File: src/rtl/wdg_pkg.sv
package wdg_pkg;

    localparam int unsigned PRE_W = 13;

    localparam logic [11:0] MODE_KEY    = 12'hABC;
    localparam logic [11:0] CTRL_KEY    = 12'h920;
    localparam logic [31:0] SERVICE_VAL = 32'h0000_1999;

    typedef enum logic [1:0] {
        REG_MODE    = 2'd0,
        REG_CTRL    = 2'd1,
        REG_SERVICE = 2'd2,
        REG_STATUS  = 2'd3
    } reg_sel_e;

    typedef struct packed {
        logic [1:0] len_code;
        logic       irq_en;
        logic       rst_en;
        logic       en;
    } mode_t;

    typedef struct packed {
        logic [11:0] reload;
        logic [1:0]  div_sel;
    } ctrl_t;

    function automatic logic [PRE_W-1:0] div_terminal(input logic [1:0] sel);
        logic [PRE_W-1:0] one;
        one = {{(PRE_W-1){1'b0}}, 1'b1};
        return (one << (3 + 3 * int'(sel))) - one;
    endfunction

    function automatic logic [4:0] pulse_cycles(input logic [1:0] code);
        return 5'd2 << code;
    endfunction

endpackage

File: src/rtl/wdg_regs.sv
module wdg_regs
    import wdg_pkg::*;
#(
    parameter int unsigned ADDR_W = 4
) (
    input  logic              clk,
    input  logic              rst,
    input  logic              wr_en,
    input  logic [ADDR_W-1:0] addr,
    input  logic [31:0]       wr_data,
    output mode_t             mode_q,
    output ctrl_t             ctrl_q,
    output logic              service_evt,
    output logic              enable_rise
);

    reg_sel_e sel;
    logic     mode_ok;
    logic     ctrl_ok;
    mode_t    mode_new;

    assign sel      = reg_sel_e'(addr[3:2]);
    assign mode_ok  = wr_en && (sel == REG_MODE) && (wr_data[23:12] == MODE_KEY);
    assign ctrl_ok  = wr_en && (sel == REG_CTRL) && (wr_data[23:12] == CTRL_KEY);
    assign mode_new = '{len_code: wr_data[5:4], irq_en: wr_data[2],
                        rst_en: wr_data[1], en: wr_data[0]};

    assign service_evt = wr_en && (sel == REG_SERVICE) && (wr_data == SERVICE_VAL);
    assign enable_rise = mode_ok && mode_new.en && !mode_q.en;

    always_ff @(posedge clk) begin
        if (rst) begin
            mode_q <= '0;
            ctrl_q <= '{reload: 12'hFFF, div_sel: 2'd0};
        end else begin
            if (mode_ok) mode_q <= mode_new;
            if (ctrl_ok) ctrl_q <= '{reload: wr_data[13:2], div_sel: wr_data[1:0]};
        end
    end

endmodule

File: src/rtl/wdg_prescale.sv
module wdg_prescale
    import wdg_pkg::*;
(
    input  logic       clk,
    input  logic       rst,
    input  logic       run,
    input  logic       clear,
    input  logic [1:0] div_sel,
    output logic       tick
);

    logic [PRE_W-1:0] pre_q;

    assign tick = run && (pre_q == div_terminal(div_sel));

    always_ff @(posedge clk) begin
        if (rst || clear || !run || tick) pre_q <= '0;
        else                              pre_q <= pre_q + 1'b1;
    end

endmodule

File: src/rtl/wdg_down.sv
module wdg_down #(
    parameter int unsigned FIELD_W   = 12,
    parameter int unsigned CNT_SHIFT = 12,
    localparam int unsigned CNT_W    = FIELD_W + CNT_SHIFT
) (
    input  logic               clk,
    input  logic               rst,
    input  logic               run,
    input  logic               tick,
    input  logic               reload,
    input  logic [FIELD_W-1:0] field,
    output logic [CNT_W-1:0]   cnt_q,
    output logic               expire,
    output logic               sts_q
);

    logic [CNT_W-1:0] load_val;
    logic             at_one;

    assign load_val = {field, {CNT_SHIFT{1'b0}}};
    assign at_one   = (cnt_q == {{(CNT_W-1){1'b0}}, 1'b1});
    assign expire   = run && tick && at_one && !reload;

    always_ff @(posedge clk) begin
        if (rst) begin
            cnt_q <= load_val;
            sts_q <= 1'b0;
        end else if (reload) begin
            cnt_q <= load_val;
            sts_q <= 1'b0;
        end else begin
            if (run && tick && (cnt_q != '0)) cnt_q <= cnt_q - 1'b1;
            if (expire) sts_q <= 1'b1;
        end
    end

endmodule

File: src/rtl/wdg_pulse.sv
module wdg_pulse
    import wdg_pkg::*;
(
    input  logic       clk,
    input  logic       rst,
    input  logic       fire,
    input  logic       allow,
    input  logic [1:0] len_code,
    output logic       pulse
);

    logic [4:0] left_q;

    assign pulse = (left_q != '0);

    always_ff @(posedge clk) begin
        if (rst)                left_q <= '0;
        else if (fire && allow) left_q <= pulse_cycles(len_code);
        else if (pulse)         left_q <= left_q - 1'b1;
    end

endmodule

File: src/rtl/wdg_timer.sv
module wdg_timer
    import wdg_pkg::*;
#(
    parameter int unsigned ADDR_W    = 4,
    parameter int unsigned FIELD_W   = 12,
    parameter int unsigned CNT_SHIFT = 12
) (
    input  logic              clk,
    input  logic              rst,
    input  logic              wr_en,
    input  logic [ADDR_W-1:0] addr,
    input  logic [31:0]       wr_data,
    output logic [31:0]       rd_data,
    output logic              wdt_irq,
    output logic              wdt_rst
);

    localparam int unsigned CNT_W = FIELD_W + CNT_SHIFT;

    mode_t            mode_q;
    ctrl_t            ctrl_q;
    logic             service_evt;
    logic             enable_rise;
    logic             reload_evt;
    logic             tick;
    logic             expire;
    logic             sts_q;
    logic [CNT_W-1:0] cnt_q;

    assign reload_evt = service_evt || enable_rise;

    wdg_regs #(.ADDR_W(ADDR_W)) u_regs (
        .clk(clk), .rst(rst), .wr_en(wr_en), .addr(addr), .wr_data(wr_data),
        .mode_q(mode_q), .ctrl_q(ctrl_q),
        .service_evt(service_evt), .enable_rise(enable_rise)
    );

    wdg_prescale u_pre (
        .clk(clk), .rst(rst), .run(mode_q.en), .clear(reload_evt),
        .div_sel(ctrl_q.div_sel), .tick(tick)
    );

    wdg_down #(.FIELD_W(FIELD_W), .CNT_SHIFT(CNT_SHIFT)) u_down (
        .clk(clk), .rst(rst), .run(mode_q.en), .tick(tick), .reload(reload_evt),
        .field(ctrl_q.reload), .cnt_q(cnt_q), .expire(expire), .sts_q(sts_q)
    );

    wdg_pulse u_pulse (
        .clk(clk), .rst(rst), .fire(expire), .allow(mode_q.rst_en),
        .len_code(mode_q.len_code), .pulse(wdt_rst)
    );

    assign wdt_irq = sts_q && mode_q.irq_en;

    always_comb begin
        unique case (reg_sel_e'(addr[3:2]))
            REG_MODE:   rd_data = {26'd0, mode_q.len_code, 1'b0,
                                   mode_q.irq_en, mode_q.rst_en, mode_q.en};
            REG_CTRL:   rd_data = {18'd0, ctrl_q.reload, ctrl_q.div_sel};
            REG_STATUS: rd_data = {31'd0, sts_q};
            default:    rd_data = 32'd0;
        endcase
    end

endmodule

File: config.mk
export PLATFORM = sky130hd
export DESIGN_NAME = wdg_timer
export DESIGN_NICKNAME = d
export VERILOG_FILES = /design/src/rtl/wdg_pkg.sv /design/src/rtl/wdg_regs.sv /design/src/rtl/wdg_prescale.sv /design/src/rtl/wdg_down.sv /design/src/rtl/wdg_pulse.sv /design/src/rtl/wdg_timer.sv
export SDC_FILE = /design/constraint.sdc
export NUM_CORES = 1
export LEC_CHECK = 0
export BUFFER_PORTS_ARGS = -buffer_cell sky130_fd_sc_hd__buf_2
export CORE_UTILIZATION = 56
export CTS_CLUSTER_SIZE = 28
export DETAILED_ROUTE_END_ITERATION = 8
export PLACE_DENSITY = 0.81
export SLEW_MARGIN = 10
export SYNTH_ARGS = -nofsm -noshare
export SYNTH_HDL_FRONTEND = slang
export SYNTH_HIERARCHICAL = 1
export SYNTH_SLANG_ARGS = --single-unit
export TNS_END_PERCENT = 1
File: constraint.sdc
create_clock -name clk -period 4 [get_ports clk]
set_input_delay 0.4 -clock clk [delete_from_list [all_inputs] [get_ports clk]]
set_output_delay 0.4 -clock clk [all_outputs]
set_load 0.005 [all_outputs]
Yosys cells after proc, flatten, opt, wreduce, memory -nomap -nowiden
Cells that the tools add are included.
Widths: inputs -> output; s select.
- add/subtract/negate cells: 5
- eq/ne operators: 8
- order comparisons: 0
- reductions and logical operators: 27
- shift operators: 2
- div/mod/pow operators: 0
- multipliers: 1
- multiplexer cells: 6
- bitwise operators: 0
- operators by type and width (kind ; number):
    $mux 24 ; 3
    $pmux 14 s3 ; 1
    $add 3x32->32 const A ; 1
    $eq 32x13->1 const B ; 1
    $shl 1x32->13 const A ; 1
    $eq 12x12->1 const B ; 2
    $eq 24x1->1 const B ; 1
    $reduce_bool 24->1 ; 1
    $sub 24x1->24 const B ; 1
    $logic_and 1x1->1 ; 15
    $add 13x1->13 const B ; 1
    $eq 13x13->1 ; 1
    $sub 13x1->13 const B ; 1
    $mux 5 ; 2
    $reduce_bool 5->1 ; 1
    $shl 2x2->5 const A ; 1
    $sub 5x1->5 const B ; 1
    $eq 2x2->1 const B ; 2
    $logic_or 1x1->1 ; 4
    $mul 2x2->4 const A ; 1
    $reduce_bool 3->1 ; 1
    $eq 2x1->1 const B ; 1
    $logic_not 1->1 ; 2
    $logic_not 2->1 ; 1
    2 further kinds ; 2
- memory bits (read-only): 0
- latch bits: 0
- word-level logic and storage cells: 60
- output and inout bits: 34
- memories kept: 0
- input bits: 39
- memory bits (writable): 0
- flip-flop bits (word level): 62

Logic depth before layout (Yosys ltp)
- word-level depth: 11
- mapped depth: 14
- depth with buffers taken out: 14

Hierarchy
Netlist, hierarchy kept.
- modules (own cells, without submodules) (module ; area each (sq um) ; cells an instance ; sequential area each (sq um) ; instances):
    wdg_down ; 1461.4 ; 158 ; 620.6 ; 1
    wdg_regs ; 943.4 ; 99 ; 380.4 ; 1
    wdg_prescale ; 755.7 ; 90 ; 260.2 ; 1
    wdg_timer ; 307.8 ; 43 ; 0.0 ; 1
    wdg_pulse ; 299.0 ; 34 ; 100.1 ; 1

Worst setup path after synthesis
Ideal clock, no wire load.
- path type: register to register
- start point: reg, netlist name u_regs/ctrl_q[1]
- end point: reg u_down.cnt_q[12] (enable)
- clock period less this slack: 3279 ps
- path buffers: 0
- stages on the path, launching flop included: 9
- arrival: 2881 ps
- slack: 721 ps
- library setup time: 398 ps
- data required time: 3602 ps
- cells stage by stage: dfxtp_1 -> nor2b_1 -> ha_1 -> and2b_1 -> xnor2_1 -> or4_1 -> a211oi_1 -> nand2_1 -> o21ai_0
- longest elaborated chain between the ends: 9
- ends and longest elaborated chain (element ; line ; RTL):
    $mul 2x2->4 ; wdg_pkg.sv:31 ; return (one << (3 + 3 * int'(sel))) - one;
    $add 3x32->32 ; wdg_pkg.sv:31 ;
    $shl 1x32->13 ; wdg_pkg.sv:31 ;
    $sub 13x1->13 ; wdg_pkg.sv:31 ;
    $eq 13x13->1 ; wdg_prescale.sv:14 ; assign tick = run && (pre_q == div_terminal(div_sel));
    $logic_and 1x1->1 ; wdg_prescale.sv:14 ;
    named net tick ; wdg_timer.sv:25 ; logic tick;
    $logic_and 1x1->1 (2 in series) ; wdg_down.sv:32 ; if (run && tick && (cnt_q != '0)) cnt_q <= cnt_q - 1'b1;
    $reduce_bool 3->1 (no source line) ; -- ;
    end signal: assignment ; wdg_down.sv:26 ; cnt_q <= load_val;
    end signal: assignment ; wdg_down.sv:29 ; cnt_q <= load_val;
    end signal: assignment ; wdg_down.sv:32 ;
    end: declaration ; wdg_down.sv:12 ; output logic [CNT_W-1:0] cnt_q,
The timed path passes the listed nets, and every way through them passes these cells.
A chain may end at the register's enable or synchronous reset.

Worst setup path in the final report
- start point: reg, netlist name u_regs/ctrl_q[1]
- end point: reg u_pulse.left_q[1]
- longest elaborated chain between the ends: 11
- elaborated cells between the ends (all ways): 12
- those cells by class: add/sub: 2; mul: 1; eq/ne: 1; shift: 1; mux: 1; reduce/logical: 6
- ends and longest elaborated chain (element ; line ; RTL):
    $mul 2x2->4 * ; wdg_pkg.sv:31 ;
    $add 3x32->32 * ; wdg_pkg.sv:31 ;
    $shl 1x32->13 * ; wdg_pkg.sv:31 ;
    $sub 13x1->13 * ; wdg_pkg.sv:31 ;
    $eq 13x13->1 * ; wdg_prescale.sv:14 ;
    $logic_and 1x1->1 * ; wdg_prescale.sv:14 ;
    named net tick ; wdg_timer.sv:25 ;
    $logic_and 1x1->1 * (3 in series) ; wdg_down.sv:22 ; assign expire = run && tick && at_one && !reload;
    named net expire ; wdg_timer.sv:26 ; logic expire;
    $logic_and 1x1->1 * ; wdg_pulse.sv:18 ; else if (fire && allow) left_q <= pulse_cycles(len_code);
    $mux 5 or $reduce_bool 2->1 (tied branches) ; -- ;
    end signal: assignment ; wdg_pulse.sv:18 ;
    end signal: assignment ; wdg_pulse.sv:19 ; else if (pulse) left_q <= left_q - 1'b1;
    end: declaration ; wdg_pulse.sv:12 ; logic [4:0] left_q;
Mark *: on every way through the listed nets, which the timed path passes. The rest lies on a longest branch.

==> run_results.csv <==
group,metric,value,unit
status,status,"finished, violations left",
status,violations,"design-rule violations",
timing,setup_viol,0,
routing,avgRoutedWirePerCell,14.11,um
global_routing,antenna_found_initial,0,
clock_tree,cts_tree,"built",
die,dieArea,0.007059,mm2
place,gp_congestion,0.8205,
die,ios,73,
place,dp_hpwl,5.619,mm
die,die_x,84.02,um
layout,drive_gt1_share,20.00,%
layout,utilization,65.71,%
timing,rsz0062_at_grt,"false",
synthesis,ys_warn_count,6,
setup_path,crit_arrival,3850,ps
global_routing,grt_remaining_overflow,0,
global_routing,grt_usage,23.56,%
power_and_ir_drop,cellPowerDensity,364.2,mW/mm2
timing,report.final.slew_viol_count,0,
synthesis,syn_avg_cell_area,8.885,um2
timing,setup_ws,436.8,ps
synthesis,ys.flop_type,"dfxtp_1",
synthesis,synth_seq_cells,62,
layout,fin_area,0.004220,mm2
timing,fin_crit,3563,ps
timing,finalHoldViolations,0,
clock_tree,clockBufferDepth,2,
synthesis,yosysSeqAreaShare,36.13,%
setup_path,cp-start-kind,"register",
routing,ant_nets,0,
job,cap_violations,0,
setup_path,worst_setup_path_end_kind,"register",
routing,dr.pass1.iters,6,
timing,max-slew-margin-rel,43.08,%
synthesis,synth_area,0.003767,mm2
die,core,0.006422,mm2
routing,wirelength,7.861,mm
timing,max_freq,280.6,MHz
power_and_ir_drop,irDropWorstVdd,0.2987,mV
setup_path,r2r_slack,440,ps
die,start_util,58.66,%
synthesis,ys_types,66,
clock_tree,clk_latency,340,ps
routing,drc,10,
clock_tree,cts.sinks,62,
layout,syn_to_final_growth,12.02,%
global_routing,grt_pass1_vias,2925,
routing,drt-vias-per-instance,5.720,
clock_tree,root_buffer,"clkbuf_8",
timing,setup-tns-final,0,ps
global_routing,grt_max_degree,45,
timing,fin_worst_skew,3.722,ps
global_routing,grt_pass1_wl,13.25,mm
layout,fin_nets,522,
layout,fillCellCount,538,
clock_tree,cts-hold-fix-buffers,0,
clock_tree,cts_resized,0,
setup_path,cp.required,4290,ps
clock_tree,postCtsSetupBuffers,0,
layout,n_antenna_cell,0,
hold_path,worstHoldPathType,"in -> reg",
synthesis,synth_edf_count,12,
timing,period_share,89.08,%
synthesis,netlist_instances,424,
place,portBuffers,52,
clock_tree,cts_buffers,9,
place,placed_area,0.003973,mm2
timing,worstMarginPinSlew,852.3,ps
die,num_rows,29,
place,place_ws,549.2,ps
setup_path,crit_fanout,10,
clock_tree,cts_htree_levels,3,
routing,drt_iter0_drc,249,
routing,num_vias,3186,
synthesis,synth-async-reset-ratio,0,%
setup_path,setup.worst_path.class,"reg -> reg",
die,die_h,84.02,um
clock_tree,clk_pin_slew,70,ps
power_and_ir_drop,p_leak,0.001762,uW
==> where the power goes <==
part | total (uW) | internal, uW | switching [uW]
registers | 685 | 660 | 25.1
logic | 202 | 104 | 97.7
clock network | 651 | 411 | 239
total | 1540 | 1170 | 362
==> per-layer routing <==
layer	global-route usage, %	wire (um)
met1	29.33	3657
met4	8.934	140
met2	38.45	3753
met5	0	0
met3	6.924	310
==> worst max-delay path: stages (launching register included) <==
cell,delay [ps]
dfxtp_1,510
nand2_1,120
inv_1,110
ha_1,230
and2b_1,200
xnor2_1,70
or4_1,440
a211oi_1,330
nand2_1,210
nor3_1,180
nand3_1,90
nor2_1,350
nor4bb_1,460
a22o_1,210
==> flip-flops by register name, indices dropped and copies added (netlist names) <==
name            count
u_down/cnt_q       24
u_regs/ctrl_q      14
u_pre/pre_q        13
u_pulse/left_q      5
u_regs/mode_q       5
u_down/sts_q        1
==> synthesized netlist by cell type, drive strengths merged, types with 5 or more instances <==
| cell | n | area share, % |
|---|---|---|
| nand3 | 9 | 1.2 |
| nor2 | 55 | 5.5 |
| ha | 8 | 2.7 |
| inv | 12 | 1.2 |
| dfxtp | 50 | 27 |
| clkbuf | 8 | 0.80 |
| nand4 | 11 | 2.0 |
| or4 | 5 | 1.1 |
| nor3 | 11 | 1.5 |
| nand2 | 39 | 3.9 |
| and2 | 13 | 2.2 |
| buf | 24 | 5.5 |
| or3 | 6 | 1.1 |
| edfxtp | 12 | 9.6 |
| mux2i | 24 | 6.4 |
| nand2b | 13 | 2.2 |
| o21ai | 19 | 2.8 |
| a31o | 5 | 1.2 |
| xnor2 | 22 | 5.1 |
| a21oi | 9 | 1.2 |
| nor4 | 10 | 2.2 |
| xor2 | 5 | 1.2 |
| and4 | 5 | 1.2 |
==> layout make-up <==
type                       count  area, um2  share of cell area, %
tap                           77      96.34                  2.283
clock inverter                 1      30.03                 0.7115
clock buffer                  15      217.7                  5.159
inverter                      12      45.04                  1.067
timing repair buffer          55      282.8                  6.700
multi-input combinational    335       2187                  51.82
sequential                    62       1361                  32.26
==> metrics by stage <==
stage                     hold slack (ps)  power [uW]  instances
after floorplan                     444.7       846.1        441
after global placement              463.8       891.1        541
after detailed placement            477.9       899.4        541
after CTS                           321.5        1549        557
after global routing                336.0        1603        557
final                               339.9        1537        557
==> cells by family after synthesis <==
family	Yosys count	synth area share (%)
xor+xnor	27	6.277
mux	24	6.377
buf+inv	44	7.506
simple gates	206	31.35
other cells	1	0.09954
flops	62	36.13
compound gates	52	9.598
fa+ha+maj	8	2.657
==> cell usage in the layout (no fill, tap or decap), drive strengths merged, types with 3 or more instances in the layout <==
cell type,Yosys,final
nor2,55,55
buf,24,55
dfxtp,50,50
nand2,39,39
mux2i,24,24
xnor2,22,22
o21ai,19,19
conb,1,18
clkbuf,8,15
and2,13,13
nand2b,13,13
inv,12,12
edfxtp,12,12
nor3,11,11
nand4,11,11
nor4,10,10
nand3,9,9
a21oi,9,9
ha,8,8
or3,6,6
xor2,5,5
a31o,5,5
or4,5,5
and4,5,5
nor4bb,4,4
and3,4,4
nor2b,4,4
nor4b,4,4
a211oi,3,3
==> path summary, 6_finish.rpt <==
kind                                   startpoint                 to  depth (start not counted)
worst max-delay path             u_regs/ctrl_q[1]  u_pulse/left_q[1]                         13
worst min-delay path                   wr_data[8]   u_regs/ctrl_q[8]                          3
worst max register to register   u_regs/ctrl_q[1]  u_pulse/left_q[1]                         13
worst min register to register  u_regs/ctrl_q[13]  u_regs/ctrl_q[13]                          2
Power figures use the tool's default switching activity.
